### src/rtl/atun_pkg.sv
`timescale 1ns/1ps
package atun_pkg;

   // State of the period meter: idle until the first edge arms it.
   typedef enum logic {
      MT_IDLE = 1'b0,
      MT_RUN  = 1'b1
   } meter_st_t;

   // Smallest synchronizer depth that still settles metastability.
   localparam int MIN_SYNC = 2;

endpackage

### src/rtl/atun_edge_sync.sv
`timescale 1ns/1ps
module atun_edge_sync #(
   parameter int STAGES = 2
) (
   input  logic clk,
   input  logic rst_n,
   input  logic async_in,
   output logic rise
);
   // stg[STAGES-1] is the synchronized level, stg[STAGES] its history.
   logic [STAGES:0] stg;

   always_ff @(posedge clk or negedge rst_n) begin
      if (!rst_n) stg <= '0;
      else        stg <= {stg[STAGES-1:0], async_in};
   end

   assign rise = stg[STAGES-1] & ~stg[STAGES];
endmodule

### src/rtl/atun_period_meter.sv
`timescale 1ns/1ps
module atun_period_meter
   import atun_pkg::*;
#(
   parameter int CNT_W = 12
) (
   input  logic             clk,
   input  logic             rst_n,
   input  logic             clear,
   input  logic             rise,
   output logic             per_valid,
   output logic [CNT_W-1:0] per_val
);
   localparam logic [CNT_W-1:0] CNT_MAX = '1;
   localparam logic [CNT_W-1:0] CNT_ONE = CNT_W'(1);

   meter_st_t        st;
   logic [CNT_W-1:0] cnt;
   logic             counting;

   assign counting = (st == MT_RUN) && (cnt != CNT_MAX);

   always_ff @(posedge clk or negedge rst_n) begin
      if (!rst_n) begin
         st        <= MT_IDLE;
         cnt       <= '0;
         per_valid <= 1'b0;
         per_val   <= '0;
      end else begin
         per_valid <= 1'b0;
         if (clear) begin
            st  <= MT_IDLE;
            cnt <= '0;
         end else if (rise) begin
            // A saturated count means the period overflowed: drop it.
            if (counting) begin
               per_valid <= 1'b1;
               per_val   <= cnt;
            end
            st  <= MT_RUN;
            cnt <= CNT_ONE;
         end else if (counting) begin
            cnt <= cnt + CNT_ONE;
         end
      end
   end
endmodule

### src/rtl/atun_err_avg.sv
`timescale 1ns/1ps
module atun_err_avg #(
   parameter int CNT_W     = 12,
   parameter int AVG_LOG2  = 4,
   parameter int ROUND_AVG = 0
) (
   input  logic                    clk,
   input  logic                    rst_n,
   input  logic                    clear,
   input  logic                    per_valid,
   input  logic [CNT_W-1:0]        per_val,
   input  logic [CNT_W-1:0]        tgt,
   output logic signed [CNT_W:0]   avg_err,
   output logic                    avg_ok
);
   localparam int EW = CNT_W + 1;
   localparam int SW = EW + AVG_LOG2 + 1;

   logic signed [EW-1:0]     err;
   logic signed [SW-1:0]     sum;
   logic signed [SW-1:0]     sum_nx;
   logic signed [SW-1:0]     quo;
   logic [AVG_LOG2-1:0]      n_seen;
   logic                     last_in_win;

   assign err         = $signed({1'b0, per_val}) - $signed({1'b0, tgt});
   assign sum_nx      = sum + SW'(err);
   assign last_in_win = &n_seen;

   generate
      if (ROUND_AVG != 0) begin : g_round
         localparam logic signed [SW-1:0] HALF = SW'(1 << (AVG_LOG2 - 1));
         assign quo = (sum_nx + HALF) >>> AVG_LOG2;
      end else begin : g_floor
         assign quo = sum_nx >>> AVG_LOG2;
      end
   endgenerate

   always_ff @(posedge clk or negedge rst_n) begin
      if (!rst_n) begin
         sum     <= '0;
         n_seen  <= '0;
         avg_err <= '0;
         avg_ok  <= 1'b0;
      end else if (clear) begin
         sum     <= '0;
         n_seen  <= '0;
         avg_ok  <= 1'b0;
      end else if (per_valid) begin
         if (last_in_win) begin
            sum     <= '0;
            n_seen  <= '0;
            avg_err <= EW'(quo);
            avg_ok  <= 1'b1;
         end else begin
            sum     <= sum_nx;
            n_seen  <= n_seen + 1'b1;
         end
      end
   end
endmodule

### src/rtl/atun_tune_table.sv
`timescale 1ns/1ps
module atun_tune_table #(
   parameter int          NOTE_W    = 7,
   parameter int          WORD_W    = 16,
   parameter int          CORR_W    = 13,
   parameter int          STEP_MAX  = 64,
   parameter int unsigned INIT_WORD = 32'h8000
) (
   input  logic                     clk,
   input  logic                     rst_n,
   input  logic                     wr_en,
   input  logic [NOTE_W-1:0]        wr_note,
   input  logic signed [CORR_W-1:0] corr,
   input  logic [NOTE_W-1:0]        rd_note,
   output logic [WORD_W-1:0]        rd_word
);
   localparam int NOTES = 1 << NOTE_W;
   localparam int SUM_W = WORD_W + 2;
   localparam logic signed [CORR_W-1:0] POS_LIM = CORR_W'(STEP_MAX);
   localparam logic signed [CORR_W-1:0] NEG_LIM = -POS_LIM;
   localparam logic signed [SUM_W-1:0]  TOP     = {2'b00, {WORD_W{1'b1}}};
   localparam logic [WORD_W-1:0]        RST_VAL = WORD_W'(INIT_WORD);

   logic [WORD_W-1:0]        entry [NOTES];
   logic signed [CORR_W-1:0] step;
   logic signed [SUM_W-1:0]  base;
   logic signed [SUM_W-1:0]  nxt_raw;
   logic [WORD_W-1:0]        nxt_word;

   always_comb begin
      if (corr > POS_LIM)      step = POS_LIM;
      else if (corr < NEG_LIM) step = NEG_LIM;
      else                     step = corr;
   end

   always_comb begin
      base    = $signed({2'b00, entry[wr_note]});
      nxt_raw = base + SUM_W'(step);
      if (nxt_raw[SUM_W-1])  nxt_word = '0;
      else if (nxt_raw > TOP) nxt_word = '1;
      else                    nxt_word = nxt_raw[WORD_W-1:0];
   end

   generate
      for (genvar g = 0; g < NOTES; g++) begin : g_entry
         logic [WORD_W-1:0] q;
         always_ff @(posedge clk or negedge rst_n) begin
            if (!rst_n)                                  q <= RST_VAL;
            else if (wr_en && (wr_note == NOTE_W'(g)))   q <= nxt_word;
         end
         assign entry[g] = q;
      end
   endgenerate

   assign rd_word = entry[rd_note];
endmodule

### src/rtl/osc_autotune.sv
`timescale 1ns/1ps
module osc_autotune
   import atun_pkg::*;
#(
   parameter int          NOTE_W      = 7,
   parameter int          WORD_W      = 16,
   parameter int          CNT_W       = 12,
   parameter int          AVG_LOG2    = 4,
   parameter int          STEP_MAX    = 64,
   parameter int          SYNC_STAGES = 2,
   parameter int          ROUND_AVG   = 0,
   parameter int unsigned INIT_WORD   = 32'h8000
) (
   input  logic              clk,
   input  logic              rst_n,
   input  logic              osc_in,
   input  logic              note_on,
   input  logic              note_off,
   input  logic [NOTE_W-1:0] note_num,
   input  logic [CNT_W-1:0]  tgt_period,
   output logic [WORD_W-1:0] tune_word
);
   localparam int ERR_W = CNT_W + 1;

   generate
      if (SYNC_STAGES < MIN_SYNC) begin : g_bad_sync
         $error("osc_autotune: SYNC_STAGES below minimum");
      end
      if (AVG_LOG2 < 1 || AVG_LOG2 > 10) begin : g_bad_avg
         $error("osc_autotune: AVG_LOG2 out of range");
      end
      if (STEP_MAX < 1 || STEP_MAX >= (1 << CNT_W)) begin : g_bad_step
         $error("osc_autotune: STEP_MAX does not fit the error width");
      end
      if (WORD_W + 2 < ERR_W) begin : g_bad_word
         $error("osc_autotune: WORD_W too narrow for the correction");
      end
   endgenerate

   logic                    active;
   logic [NOTE_W-1:0]       cur_note;
   logic                    off_hit;
   logic                    rise;
   logic                    per_valid;
   logic [CNT_W-1:0]        per_val;
   logic signed [ERR_W-1:0] avg_err;
   logic                    avg_ok;
   logic                    wr_en;
   logic                    meter_clr;

   // Note tracking: a note-on always wins over a simultaneous note-off.
   assign off_hit   = note_off && !note_on && active && (note_num == cur_note);
   assign meter_clr = note_on || !active;
   assign wr_en     = off_hit && avg_ok;

   always_ff @(posedge clk or negedge rst_n) begin
      if (!rst_n) begin
         active   <= 1'b0;
         cur_note <= '0;
      end else if (note_on) begin
         active   <= 1'b1;
         cur_note <= note_num;
      end else if (off_hit) begin
         active   <= 1'b0;
      end
   end

   atun_edge_sync #(.STAGES(SYNC_STAGES)) u_sync (
      .clk      (clk),
      .rst_n    (rst_n),
      .async_in (osc_in),
      .rise     (rise)
   );

   atun_period_meter #(.CNT_W(CNT_W)) u_meter (
      .clk       (clk),
      .rst_n     (rst_n),
      .clear     (meter_clr),
      .rise      (rise),
      .per_valid (per_valid),
      .per_val   (per_val)
   );

   atun_err_avg #(
      .CNT_W     (CNT_W),
      .AVG_LOG2  (AVG_LOG2),
      .ROUND_AVG (ROUND_AVG)
   ) u_avg (
      .clk       (clk),
      .rst_n     (rst_n),
      .clear     (note_on),
      .per_valid (per_valid),
      .per_val   (per_val),
      .tgt       (tgt_period),
      .avg_err   (avg_err),
      .avg_ok    (avg_ok)
   );

   atun_tune_table #(
      .NOTE_W    (NOTE_W),
      .WORD_W    (WORD_W),
      .CORR_W    (ERR_W),
      .STEP_MAX  (STEP_MAX),
      .INIT_WORD (INIT_WORD)
   ) u_table (
      .clk     (clk),
      .rst_n   (rst_n),
      .wr_en   (wr_en),
      .wr_note (cur_note),
      .corr    (avg_err),
      .rd_note (cur_note),
      .rd_word (tune_word)
   );
endmodule

### config.mk
export PLATFORM = sky130hd
export DESIGN_NAME = osc_autotune
export DESIGN_NICKNAME = d
export VERILOG_FILES = /design/src/rtl/atun_pkg.sv /design/src/rtl/atun_edge_sync.sv /design/src/rtl/atun_period_meter.sv /design/src/rtl/atun_err_avg.sv /design/src/rtl/atun_tune_table.sv /design/src/rtl/osc_autotune.sv
export SDC_FILE = /design/constraint.sdc
export NUM_CORES = 2
export LEC_CHECK = 0
export BUFFER_PORTS_ARGS = -buffer_cell sky130_fd_sc_hd__buf_2
export CORE_ASPECT_RATIO = 0.7
export CORE_MARGIN = 3
export CORE_UTILIZATION = 61
export DETAILED_ROUTE_END_ITERATION = 16
export PLACE_DENSITY = 0.77
export SYNTH_ARGS = -nofsm -noshare
export SYNTH_HDL_FRONTEND = slang
export SYNTH_SLANG_ARGS = --single-unit
### constraint.sdc
create_clock -name clk -period 15.2 [get_ports clk]
set_clock_uncertainty 0.2 [all_clocks]
set_input_delay 0.76 -clock clk [delete_from_list [all_inputs] [get_ports clk]]
set_output_delay 0.76 -clock clk [all_outputs]
set_load 0.1 [all_outputs]
==> flow_metrics.env <==
export IMPL_final_common_cell="nand2_1"
export IMPL_swShare_pct=26.8
export IMPL_yosysTopAreaCell="dfrtp_1"
export IMPL_cts_root_buf="clkbuf_16"
export IMPL_use_met2_pct=50.6
export IMPL_seq_area_um2=53200
export IMPL_drt_wirelength_per_cell_um=27.2
export IMPL_gp_congestion=0.956
export IMPL_pwr_share_clk_pct=42.4
export IMPL_netlist_area_um2=95200
export IMPL_ir_drop_mv=0.137
export IMPL_cp_max_fo=52
export IMPL_yosysTopAreaCellShare_pct=52.4
export IMPL_drc=0
export IMPL_synth_edff_count=0
export IMPL_synthToLayoutAreaGrowth_pct=7.98
export IMPL_rows=120
export IMPL_nets=8465
export IMPL_grt_use_met1_pct=51.1
export IMPL_cp_end_kind="flop"
export IMPL_max_clock_path_buffers=3
export IMPL_die_area_um2=161000
export IMPL_syn_avg_cell_area_um2=10.8
export IMPL_drtAntennaViolNets=0
export IMPL_multiInputGateArea_um2=38900
export IMPL_drive_gt1_share_pct=15.1
export IMPL_drt_first_pass_iters=8
export IMPL_cts_htree_levels=4
export IMPL_num_vias=72500
export IMPL_comb_power_share_pct=10.1
export IMPL_synth_area_leaders="dfrtp_1 52%, mux4_2 14%, nand2_1 9.6%"
export IMPL_start_util_pct=61.8
export IMPL_cp_required_ns=15.66
export IMPL_power_frac_seq_pct=47.5
export IMPL_synth_ff_type="dfrtp_1"
export IMPL_viasPerCell=6.81
export IMPL_cp_arrival_ns=10.04
export IMPL_maxSlewHeadroom_pct=9.95
export IMPL_numCtsBuffers=188
export IMPL_ys_ff_latch=2120
export IMPL_busiest_layer="met1"
export IMPL_slew_viol_final=0
export IMPL_ys_seq_area_share_pct=55.9
export IMPL_switchingPower_w=0.00320
export IMPL_final_cell_mix="2429 x nand2_1, 1987 x dfrtp_1, 1797 x o21ai_0"
export IMPL_post_route_period_util_pct=63.0
export IMPL_internal_power_w=0.00873
export IMPL_fin_ws_ns=5.62
export IMPL_ios=40
export IMPL_synthCells=8794
export IMPL_core_area_um2=154000
export IMPL_synth_fp_nets=8869
export IMPL_leakage_nw=43.8
export IMPL_grt_util_met3_pct=15.2
export IMPL_wl_um=290000
export IMPL_power_density_nw_per_um2=116
export IMPL_first_iter_violations=10300
export IMPL_antenna_found_initial=20
export IMPL_fill_cells=11000
export IMPL_hold_viol=0
export IMPL_grt_overflow=0
export IMPL_fin_crit_ns=9.58
export IMPL_fin_hold_ws_ns=0.109
export IMPL_grt_pass1_vias=71000
export IMPL_postPlaceCellArea_um2=96200
export IMPL_fp_dieW_um=478
export IMPL_hp_class="in2reg"
export IMPL_grt_setup_unrepaired="false"
export IMPL_clock_fmax_ghz=0.104
export IMPL_async_flop_share_pct=100
export IMPL_grt_usage_pct=36.4
export IMPL_io_buffer_count=39
export IMPL_tritoncts="yes"
export IMPL_cap_violations=0
export IMPL_die_h_um=337
export IMPL_worst_pin_slew_ns=1.35
export IMPL_ys_warn_count=0
export IMPL_design_area_um2=103000
export IMPL_clkSlewWorstSetupHoldPaths_ns=0.07
export IMPL_power_total_w=0.0119
export IMPL_clock_sinks=2120
export IMPL_grt_pass1_wl_um=443000
export IMPL_crit_type="reg2reg"
export IMPL_grt_max_degree=205
export IMPL_hpwl_um=179000
export IMPL_finalSetupViolations=0
export IMPL_status="finished, final reports clean"
export IMPL_fin_tns_setup_ns=0
export IMPL_dp_slack_ns=6.02
export IMPL_yosysUniqueCellTypes=76
export IMPL_insertion_delay_ns=0.86
export IMPL_critPathLaunchType="flop"
==> logic make-up after synthesis <==
group	Yosys count	share of synthesized area, %
AND/OR/NAND/NOR	2780	11.6
AO/OA/AOI/OAI	2312	12.7
flip-flops	2120	55.9
buffers and inverters	800	3.56
multiplexers	677	15.1
XOR/XNOR	54	0.524
adder cells (fa/ha/maj)	51	0.694
==> per-layer routing <==
metal	vias up	wire (µm)
met2	4830	123000
met3	875	44100
met1	36800	109000
met5	-	93
li1	30000	-
met4	14	13500
==> flip-flops by register name, indices dropped and copies added, names as in the netlist, 3 cells and up <==
register and flops:
u_table.g_entry.q 2048, u_avg.sum 17, u_avg.avg_err 13, u_meter.cnt 12, u_meter.per_val 12, cur_note 7
u_avg.n_seen 4, u_sync.stg 3
==> power by group through the flow <==
stage	combinational (W)	sequential [W]	clock, W
floorplan	0.000696	0.00576	0
global placement	0.00115	0.00577	0
detailed placement	0.00116	0.00577	0
CTS	0.00117	0.00567	0.00507
global route	0.00125	0.00567	0.00530
finish	0.00121	0.00567	0.00506
==> worst paths after layout <==
| check | from | end | slack [ns] | depth (start not counted) |
|---|---|---|---|---|
| min reg2reg | u_sync.stg[0] | u_sync.stg[1] | 0.15 | 0 |
| max | cur_note[0] | u_table.g_entry[30].q[8] | 5.62 | 17 |
| max in group asynchronous | rst_n | u_table.g_entry[101].q[8] | 11.04 | 5 |
| max reg2reg | cur_note[0] | u_table.g_entry[30].q[8] | 5.62 | 17 |
| min in group asynchronous | rst_n | u_table.g_entry[8].q[1] | 0.35 | 2 |
| min | note_num[0] | cur_note[0] | 0.11 | 2 |
==> cell usage after synthesis (13+ instances only) <==
cell type	instances
nor2_1	80
mux4_2	606
ha_1	48
a211oi_1	19
and3_1	13
o211ai_1	17
nand3_1	131
o21ai_0	1798
xor2_1	24
mux2_2	20
nor3_1	20
clkbuf_2	48
and2_1	18
nor2b_1	17
o22ai_1	13
buf_4	19
mux2i_1	51
dfstp_2	128
inv_1	33
nand3b_1	18
a21oi_1	34
dfrtp_1	1992
buf_2	175
clkbuf_1	491
o21ai_1	310
xnor2_1	28
a22o_1	13
nand2_1	2429
buf_1	28
==> what timing repair did <==
item | in CTS | in global routing
hold endpoints to repair | 138 | 0
hold buffers | 8 | 0
buffers inserted | 0 | 0
gates resized for setup | 0 | 0
==> area by class of cell <==
type | count | share of cell area (%)
clock buffers | 281 | 5.39
diodes | 10 | 0.0243
repair buffers | 172 | 1.35
clock inverters | 75 | 0.947
multi-input cells | 5874 | 37.9
well taps | 2074 | 2.52
inverters | 34 | 0.131
flip-flops and latches | 2120 | 51.8
==> worst max-delay path: stages, from the launching register on <==
cell      delay (ns)
dfrtp_4         0.77
buf_4           0.70
buf_4           0.80
mux4_2          0.59
mux4_2          0.54
mux2i_1         0.68
a221oi_1        0.48
fa_1            0.57
a211oi_1        0.44
or2_2           0.22
o211ai_1        0.21
a31oi_1         0.34
xnor2_2         0.09
buf_4           0.23
o21ai_4         0.81
buf_4           0.61
buf_4           0.68
o21ai_0         0.22
==> through the flow <==
stage	utilization [%]	std cells
floorplan	-	8794
global placement	62.5	10300
detailed placement	62.5	10300
CTS	66.7	10600
global route	66.7	10600
finish	66.7	10600
Note: power is estimated with default switching activity, not from simulation.
